===== src/rtl/rrom_pkg.sv =====
package rrom_pkg;
  typedef enum logic {
    OE_COMB    = 1'b0,
    OE_SAMPLED = 1'b1
  } oe_mode_e;

  localparam int DEF_ADDR_W = 16;
  localparam int DEF_DATA_W = 8;
endpackage


===== src/rtl/rrom_content.sv =====
module rrom_content #(
  parameter int ADDR_W = 16,
  parameter int DATA_W = 8,
  parameter logic [DATA_W-1:0] SEED = DATA_W'(8'h5A)
) (
  input  logic [ADDR_W-1:0] addr,
  output logic [DATA_W-1:0] word
);
  localparam int NCH  = (ADDR_W + DATA_W - 1) / DATA_W;
  localparam int PADW = NCH * DATA_W;

  logic [PADW-1:0]   addr_pad;
  logic [DATA_W-1:0] term [NCH];

  assign addr_pad = PADW'(addr);

  // one weighted term per address chunk; odd weights keep each chunk visible
  for (genvar gi = 0; gi < NCH; gi++) begin : g_chunk
    logic [2*DATA_W-1:0] prod;
    assign prod     = addr_pad[gi*DATA_W +: DATA_W] * DATA_W'(2*gi + 1);
    assign term[gi] = prod[DATA_W-1:0];
  end

  always_comb begin
    word = SEED;
    for (int i = 0; i < NCH; i++) word = word ^ term[i];
  end
endmodule


===== src/rtl/rrom_word_reg.sv =====
module rrom_word_reg #(
  parameter int DATA_W = 8
) (
  input  logic              clk,
  input  logic              rst_n,
  input  logic              ld_en,
  input  logic [DATA_W-1:0] d,
  output logic [DATA_W-1:0] q
);
  logic [DATA_W-1:0] q_nxt;

  always_comb begin
    q_nxt = q;
    if (ld_en) q_nxt = d;
  end

  always_ff @(posedge clk or negedge rst_n) begin
    if (!rst_n) q <= '0;
    else        q <= q_nxt;
  end
endmodule


===== src/rtl/rrom_oe_ctrl.sv =====
module rrom_oe_ctrl
  import rrom_pkg::*;
(
  input  logic     clk,
  input  logic     rst_n,
  input  logic     en_n,
  input  oe_mode_e mode,
  output logic     drive
);
  logic oe_q, oe_nxt;
  logic armed_q;

  assign oe_nxt = ~en_n;

  always_ff @(posedge clk or negedge rst_n) begin
    if (!rst_n) begin
      oe_q    <= 1'b0;
      armed_q <= 1'b0;
    end else begin
      oe_q    <= oe_nxt;
      armed_q <= 1'b1;
    end
  end

  always_comb begin
    if (mode == OE_SAMPLED) drive = oe_q;
    else                    drive = rst_n & ~en_n;
  end

  AST_SAMPLED_ENABLE: assert property (@(posedge clk) disable iff (!rst_n)
    (armed_q && mode == OE_SAMPLED) |-> (drive == $past(!en_n)));
endmodule


===== src/rtl/rrom_top.sv =====
module rrom_top
  import rrom_pkg::*;
#(
  parameter int ADDR_W = DEF_ADDR_W,
  parameter int DATA_W = DEF_DATA_W,
  parameter logic [DATA_W-1:0] SEED = DATA_W'(8'h5A)
) (
  input  logic              clk,
  input  logic              rst_n,
  input  logic [ADDR_W-1:0] rd_addr,
  input  logic              rd_en_n,
  input  logic              cfg_oe_sync,
  output logic [DATA_W-1:0] rd_data,
  output logic              rd_drive
);
  logic [DATA_W-1:0] word_c;
  logic [DATA_W-1:0] word_q;
  logic              past_ok_q;
  oe_mode_e          mode;

  assign mode = oe_mode_e'(cfg_oe_sync);

  rrom_content #(.ADDR_W(ADDR_W), .DATA_W(DATA_W), .SEED(SEED)) u_content (
    .addr (rd_addr),
    .word (word_c)
  );

  rrom_word_reg #(.DATA_W(DATA_W)) u_wreg (
    .clk   (clk),
    .rst_n (rst_n),
    .ld_en (1'b1),
    .d     (word_c),
    .q     (word_q)
  );

  rrom_oe_ctrl u_oe (
    .clk   (clk),
    .rst_n (rst_n),
    .en_n  (rd_en_n),
    .mode  (mode),
    .drive (rd_drive)
  );

  assign rd_data = rd_drive ? word_q : '0;

  always_ff @(posedge clk or negedge rst_n) begin
    if (!rst_n) past_ok_q <= 1'b0;
    else        past_ok_q <= 1'b1;
  end

  AST_LOAD_ONE_CYCLE: assert property (@(posedge clk) disable iff (!rst_n)
    past_ok_q |-> (word_q == $past(word_c)));
  AST_COMB_RELEASE: assert property (@(posedge clk) disable iff (!rst_n)
    (mode == OE_COMB && rd_en_n) |-> !rd_drive);
  AST_IDLE_ZERO: assert property (@(posedge clk) disable iff (!rst_n)
    !rd_drive |-> (rd_data == '0));
  always_comb begin
    if (!rst_n) AST_RESET_QUIET: assert (!rd_drive);
  end
endmodule


===== config.mk =====
export PLATFORM = sky130hd
export DESIGN_NAME = rrom_top
export DESIGN_NICKNAME = d
export VERILOG_FILES = /design/src/rtl/rrom_pkg.sv /design/src/rtl/rrom_content.sv /design/src/rtl/rrom_word_reg.sv /design/src/rtl/rrom_oe_ctrl.sv /design/src/rtl/rrom_top.sv
export SDC_FILE = /design/constraint.sdc
export NUM_CORES = 1
export LEC_CHECK = 0
export BUFFER_PORTS_ARGS = -buffer_cell sky130_fd_sc_hd__buf_4
export CORE_MARGIN = 5
export CORE_UTILIZATION = 33
export CTS_CLUSTER_SIZE = 8
export DETAILED_ROUTE_END_ITERATION = 6
export GPL_TIMING_DRIVEN = 0
export PLACE_DENSITY_LB_ADDON = 0.2
export SLEW_MARGIN = 20
export SYNTH_ARGS = -nofsm -noshare
export SYNTH_HDL_FRONTEND = slang
export SYNTH_SLANG_ARGS = --single-unit

===== constraint.sdc =====
create_clock -name clk -period 1.5 [get_ports clk]
set_clock_uncertainty 0.15 [all_clocks]
set_input_delay 0.15 -clock clk [delete_from_list [all_inputs] [get_ports clk]]
set_output_delay 0.15 -clock clk [all_outputs]
set_load 0.02 [all_outputs]

==> results of run 1 <==
==> power groups by stage <==
stage	sequential [mW]	combinational [mW]	clock [mW]
final	0.300	0.296	0.174
after global routing	0.306	0.326	0.197
after CTS	0.301	0.302	0.186
after detailed placement	0.305	0.284	0
after global placement	0.302	0.280	0
after floorplan	0.300	0.176	0
==> worst min-delay path by stage <==
stage,start,to,depth (start not counted)
after floorplan,rst_n,u_oe.oe_q,0
after global placement,rst_n,u_wreg.q[0],1
after detailed placement,rst_n,u_wreg.q[0],1
after CTS,rd_addr[3],u_wreg.q[3],3
after global routing,rd_addr[3],u_wreg.q[3],3
final,rd_addr[3],u_wreg.q[3],3
==> registers in the layout (all words and copies together) (netlist names) <==
register / count
u_oe.oe_q: 1
u_wreg.q: 8
==> kinds of logic (layout without fill, tap and decap cells) <==
kind of cell / Yosys count / in the layout / synth area share, %
xor+xnor: 14 / 14 / 21.1
simple gates: 11 / 11 / 12.0
flops: 9 / 9 / 38.7
compound gates: 8 / 8 / 10.5
fa+ha+maj: 7 / 7 / 16.3
buf+inv: 2 / 40 / 1.29
==> final cells by class <==
class                           instances  area [µm²]  share of cell area (%)
Tap cell                               25        31.3                    3.39
Multi-Input combinational cell         40         363                    39.3
Clock buffer                            4        26.3                    2.85
Timing Repair Buffer                   34         270                    29.3
Sequential cell                         9         225                    24.4
Inverter                                2        7.51                   0.813
==> placed cells by master, fill, tap and decap left out <==
cell and n:
a21o_1 1, a21oi_1 2, a21oi_2 1, a21oi_4 1
a221o_1 1, a221oi_2 1, and2_4 1, buf_4 28
clkbuf_1 1, clkbuf_4 3, dfrtp_1 9, dlygate4sd3_1 6
fa_2 1, ha_1 6, inv_1 2, nand2_1 1
nor2b_1 8, nor3b_1 1, o21ai_1 1, xnor2_1 9
xor2_1 5
==> timing repair <==
action | CTS | global route
resized for setup | 2 | 0
buffers inserted | 0 | 0
hold buffers | 6 | 0
endpoints found under the hold margin | 13 | 0
endpoints found under the setup margin | 9 | 0
==> metrics by stage <==
stage	setup WS (ns)	instance area (µm²)	hold WS, ns
3_5_place_dp	-0.206	826	-0.170
6_report	0.0581	923	0.0532
2_1_floorplan	0.0173	584	-0.296
5_1_grt	0.00161	923	0.0425
3_3_place_gp	-0.204	826	-0.173
4_1_cts	0.0502	923	0.0437
==> tightest hold or removal path: stages <==
cell and delay, ns:
buf_4 0.08, xor2_1 0.06, xnor2_1 0.12
==> per-layer routing <==
layer  global-route usage, %  vias up
li1                        -      246
met1                    9.20      201
met2                    18.4       12
met3                    1.15        2
met4                    10.5        0
met5                       0        -
==> results.txt, run 1 <==
Outcome: complete, no violations
Ant diodes: 0
Final count of hold timing violations: 0
Post-layout util: 54.1%
Net switching power: 0.215 mW
Highest Clock Rate: 694 MHz
Final non-filler cell total: 114
Pwr Density: 835 mW/mm²
Sink Count: 9
Critical path type: in2reg
Global-route wire length before repair: 1.94 mm
Crit path max-delay cell type: fa_2
Top post-synthesis cells by count: dfrtp_1 (9), xnor2_1 (9), nor2b_1 (8)
Asr flop ratio synth: 100%
Share of the synthesized area in the top cell type: 38.7%
Max_cap viols: 0
Leading post-synthesis cells by cell area: dfrtp_1 (39%), xnor2_1 (14%), ha_1 (13%)
Core area: 0.00171 mm²
All-Layer GR Usage: 10.1%
Gr ovfl total: 0
Total power: 0.771 mW
Final TNS setup: 0 ns
DR DRC count: 0
Combinational fraction of design power: 38.4%
Routed length per instance: 10.2 µm
Final wirelength: 1.17 mm
Via count: 461
WP depth: 6
Syn Nets: 78
YS warnings: 0
Vias/cell: 4.04
Syn Inst Count: 51
Synth cell types: 16
Met2 WL: 660 µm
Placed cell count: 104
CP Capture Type: flip-flop
Period minus WS final: 1.44 ns
Rel. slew slack: 73.7%
Site Rows: 15
WL met1: 434 µm
RSZ-0062 raised after global routing: no
Placer Congestion: 0.702
Post-synth EDFFs: 0
Synthesis-to-layout area growth: 58.7%
Int Pwr: 0.556 mW
Die Height: 52.0 µm
Switching Share: 27.8%
Max layer used: met4
Fin crit share: 96.1%
Critical Path Sink: u_wreg.q[7]
Cell taking the most area after synthesis: dfrtp_1
IO Port Bufs: 28
Slew @ Worst Pin: 0.393 ns
Initial antenna violation count: 0
CP peak stage delay: 0.37 ns
Worst ir drop on vdd: 0.298 mV
Req. time, crit path: 1.49 ns
Seq pwr share: 39.0%
Vias in the first global route: 492
CP startpoint: rd_addr[9]
Yosys reg bits: 9
Share of cells above drive strength 1: 40.4%
Hpwl dp: 950 µm
Startpoint types: input port
Leakage power: 0.438 nW
Max-slew violation count: 0
Ys flop type: dfrtp_1
CP cell instances: buf_4, ha_1, fa_2, a221oi_2, o21ai_1, xnor2_1
Post-route ant nets: 0
Detailed-router iteration count before antenna repair: 2
Crit path max-delay family: adder cells
Inserted Clock Buffers: 3
Initial Util: 34.1%
H-tree Lvls: 1
CTS tree: done
I/O pins: 29
Post-synthesis sequential area ratio: 38.7%
Clk pin slew, worst setup/hold paths: 0.06 ns
Largest fanout on the critical path: 3
CP bufs+invs: 1
Chip width: 52.0 µm
HP Class: in2reg
Root buf cell: clkbuf_4
CP arrival: 1.43 ns
# setup viols final: 0
Starting DRT DRC Count: 3
Die area: 0.00270 mm²
CTS max path bufs: 2
Synth Cell Area: 582 µm²
Syn_area_per_cell: 11.4 µm²
Clk pwr share: 22.6%
Met3 wire length: 46 µm
FILL cells: 162
Nets: 117
Largest net degree at the start of global routing: 10
(Power assumes the default switching activity.)
==> run 2, diff against run 1 <==
- CORE_MARGIN: 5 -> 1.5
==> run 2 against run 1 <==
Via count increased by 3.3%; routed wire length fell by 9.5%; final area is 0.27% higher; non-clock buffer count stayed put; global-route usage rose by 2.4 points; clock power about the same; setup slack improved by 0.021 ns; critical endpoint is now rd_data[6]; largest cell class unchanged.
==> results.txt, run 2 (same netlist as run 1, synthesis figures left out) <==
Outcome: complete, no violations
Final non-filler cell total: 106
Initial antenna violation count: 0
Core area: 0.00158 mm²
Max_cap viols: 0
Max reg flops: 8
Highest Clock Rate: 704 MHz
Period minus WS final: 1.42 ns
Max-slew violation count: 0
Clk pin slew, worst setup/hold paths: 0.05 ns
Most frequent cells in the layout: buf_4 (28), xnor2_1 (9), dfrtp_1 (9)
Worst ir drop on vdd: 0.283 mV
Leakage power: 0.442 nW
Biggest regs: u_wreg.q (8), u_oe.oe_q (1)
Vias/cell: 4.49
CP arrival: 1.12 ns
# setup viols final: 0
Critical path type: reg2out
Nets: 118
Chip width: 45.0 µm
Global-route wire length before repair: 1.77 mm
Slew @ Worst Pin: 0.369 ns
CP Capture Type: primary output
Largest net degree at the start of global routing: 10
Die area: 0.00202 mm²
Vias in the first global route: 456
Root buf cell: clkbuf_4
CP startpoint: u_oe.oe_q
CTS tree: done
Startpoint types: flip-flop
Top reg by flops: u_wreg.q
Die Height: 45.0 µm
Final wirelength: 1.06 mm
DR DRC count: 0
Share of cells above drive strength 1: 42.2%
Post-route ant nets: 0
DP Area: 815 µm²
CTS max path bufs: 2
Hpwl dp: 768 µm
Largest fanout on the critical path: 4
Placed cell count: 95
RSZ-0062 raised after global routing: no
H-tree Lvls: 1
Pwr Density: 834 mW/mm²
Initial Util: 36.9%
Rel. slew slack: 75.3%
Ant diodes: 0
Commonest non-fill, non-tap cell in the layout: buf_4
Req. time, crit path: 1.20 ns
Sink Count: 9
Starting DRT DRC Count: 2
I/O pins: 29
IO Port Bufs: 28
Post-CTS setup buffer count: 0
Fin crit share: 94.7%
Gr ovfl total: 0
Via count: 476
HP Class: in2reg
Detailed-router iteration count before antenna repair: 2
Inserted Clock Buffers: 3
All-Layer GR Usage: 12.5%
Placer Congestion: 0.738
Final Cell Area: 926 µm²
Site Rows: 14
Routed length per instance: 9.96 µm
Min-delay src: rd_addr[5]
Final count of hold timing violations: 0
Synthesis-to-layout area growth: 59.1%
## run 2: cell type report
type                            count  area (µm²)
Fill cell                         154         651
Multi-Input combinational cell     41         377
Tap cell                           16        20.0
Inverter                            2        7.51
Clock buffer                        4        26.3
Timing Repair Buffer               34         270
Sequential cell                     9         225
## run 2: per-layer routing
metal  up-vias  share of wire, %  GRT usage, %
li1        254                 -             -
met1       203                36          12.6
met2        17                58          22.6
met3         2               4.5             0
met4         0               1.8          12.4
met5         -                 0             0
## run 2: timing repair
action                                  in CTS  in global routing
pin swaps                                    0                  1
resized for setup                            2                  1
endpoints found under the hold margin       13                  0
hold buffers                                 6                  0
cloned                                       0                  1
endpoints found under the setup margin       9                  3
## run 2: path summary, 6_finish.rpt
kind	end	slack [ns]	cells after the start
min	u_wreg.q[5]	0.05	3
max in group asynchronous	u_wreg.q[7]	0.74	2
max	rd_data[6]	0.08	3
min in group asynchronous	u_wreg.q[2]	0.19	2
## run 2: stage by stage
step	hold WS, ns	TNS [ns]	power (mW)	setup slack, ns	util, %
global route	0.0586	0	0.834	0.0140	58.7
detailed placement	-0.170	-0.618	0.584	-0.195	51.7
CTS	0.0358	0	0.786	0.0579	57.9
global placement	-0.173	-0.441	0.580	-0.198	51.7
finish	0.0459	0	0.772	0.0794	58.7
floorplan	-0.296	0	0.476	0.0173	-
## run 2: critical path, stage by stage, from the launching register on
cell     delay (ns)
dfrtp_1        0.42
a21oi_2        0.23
nor2b_1        0.07
buf_4          0.16
## run 2: power by group
group / internal [mW] / switching (mW) / leakage [nW]
Sequential: 0.290 / 0.00946 / 0.105
Clock: 0.102 / 0.0732 / 0.0150
Combinational: 0.165 / 0.132 / 0.322
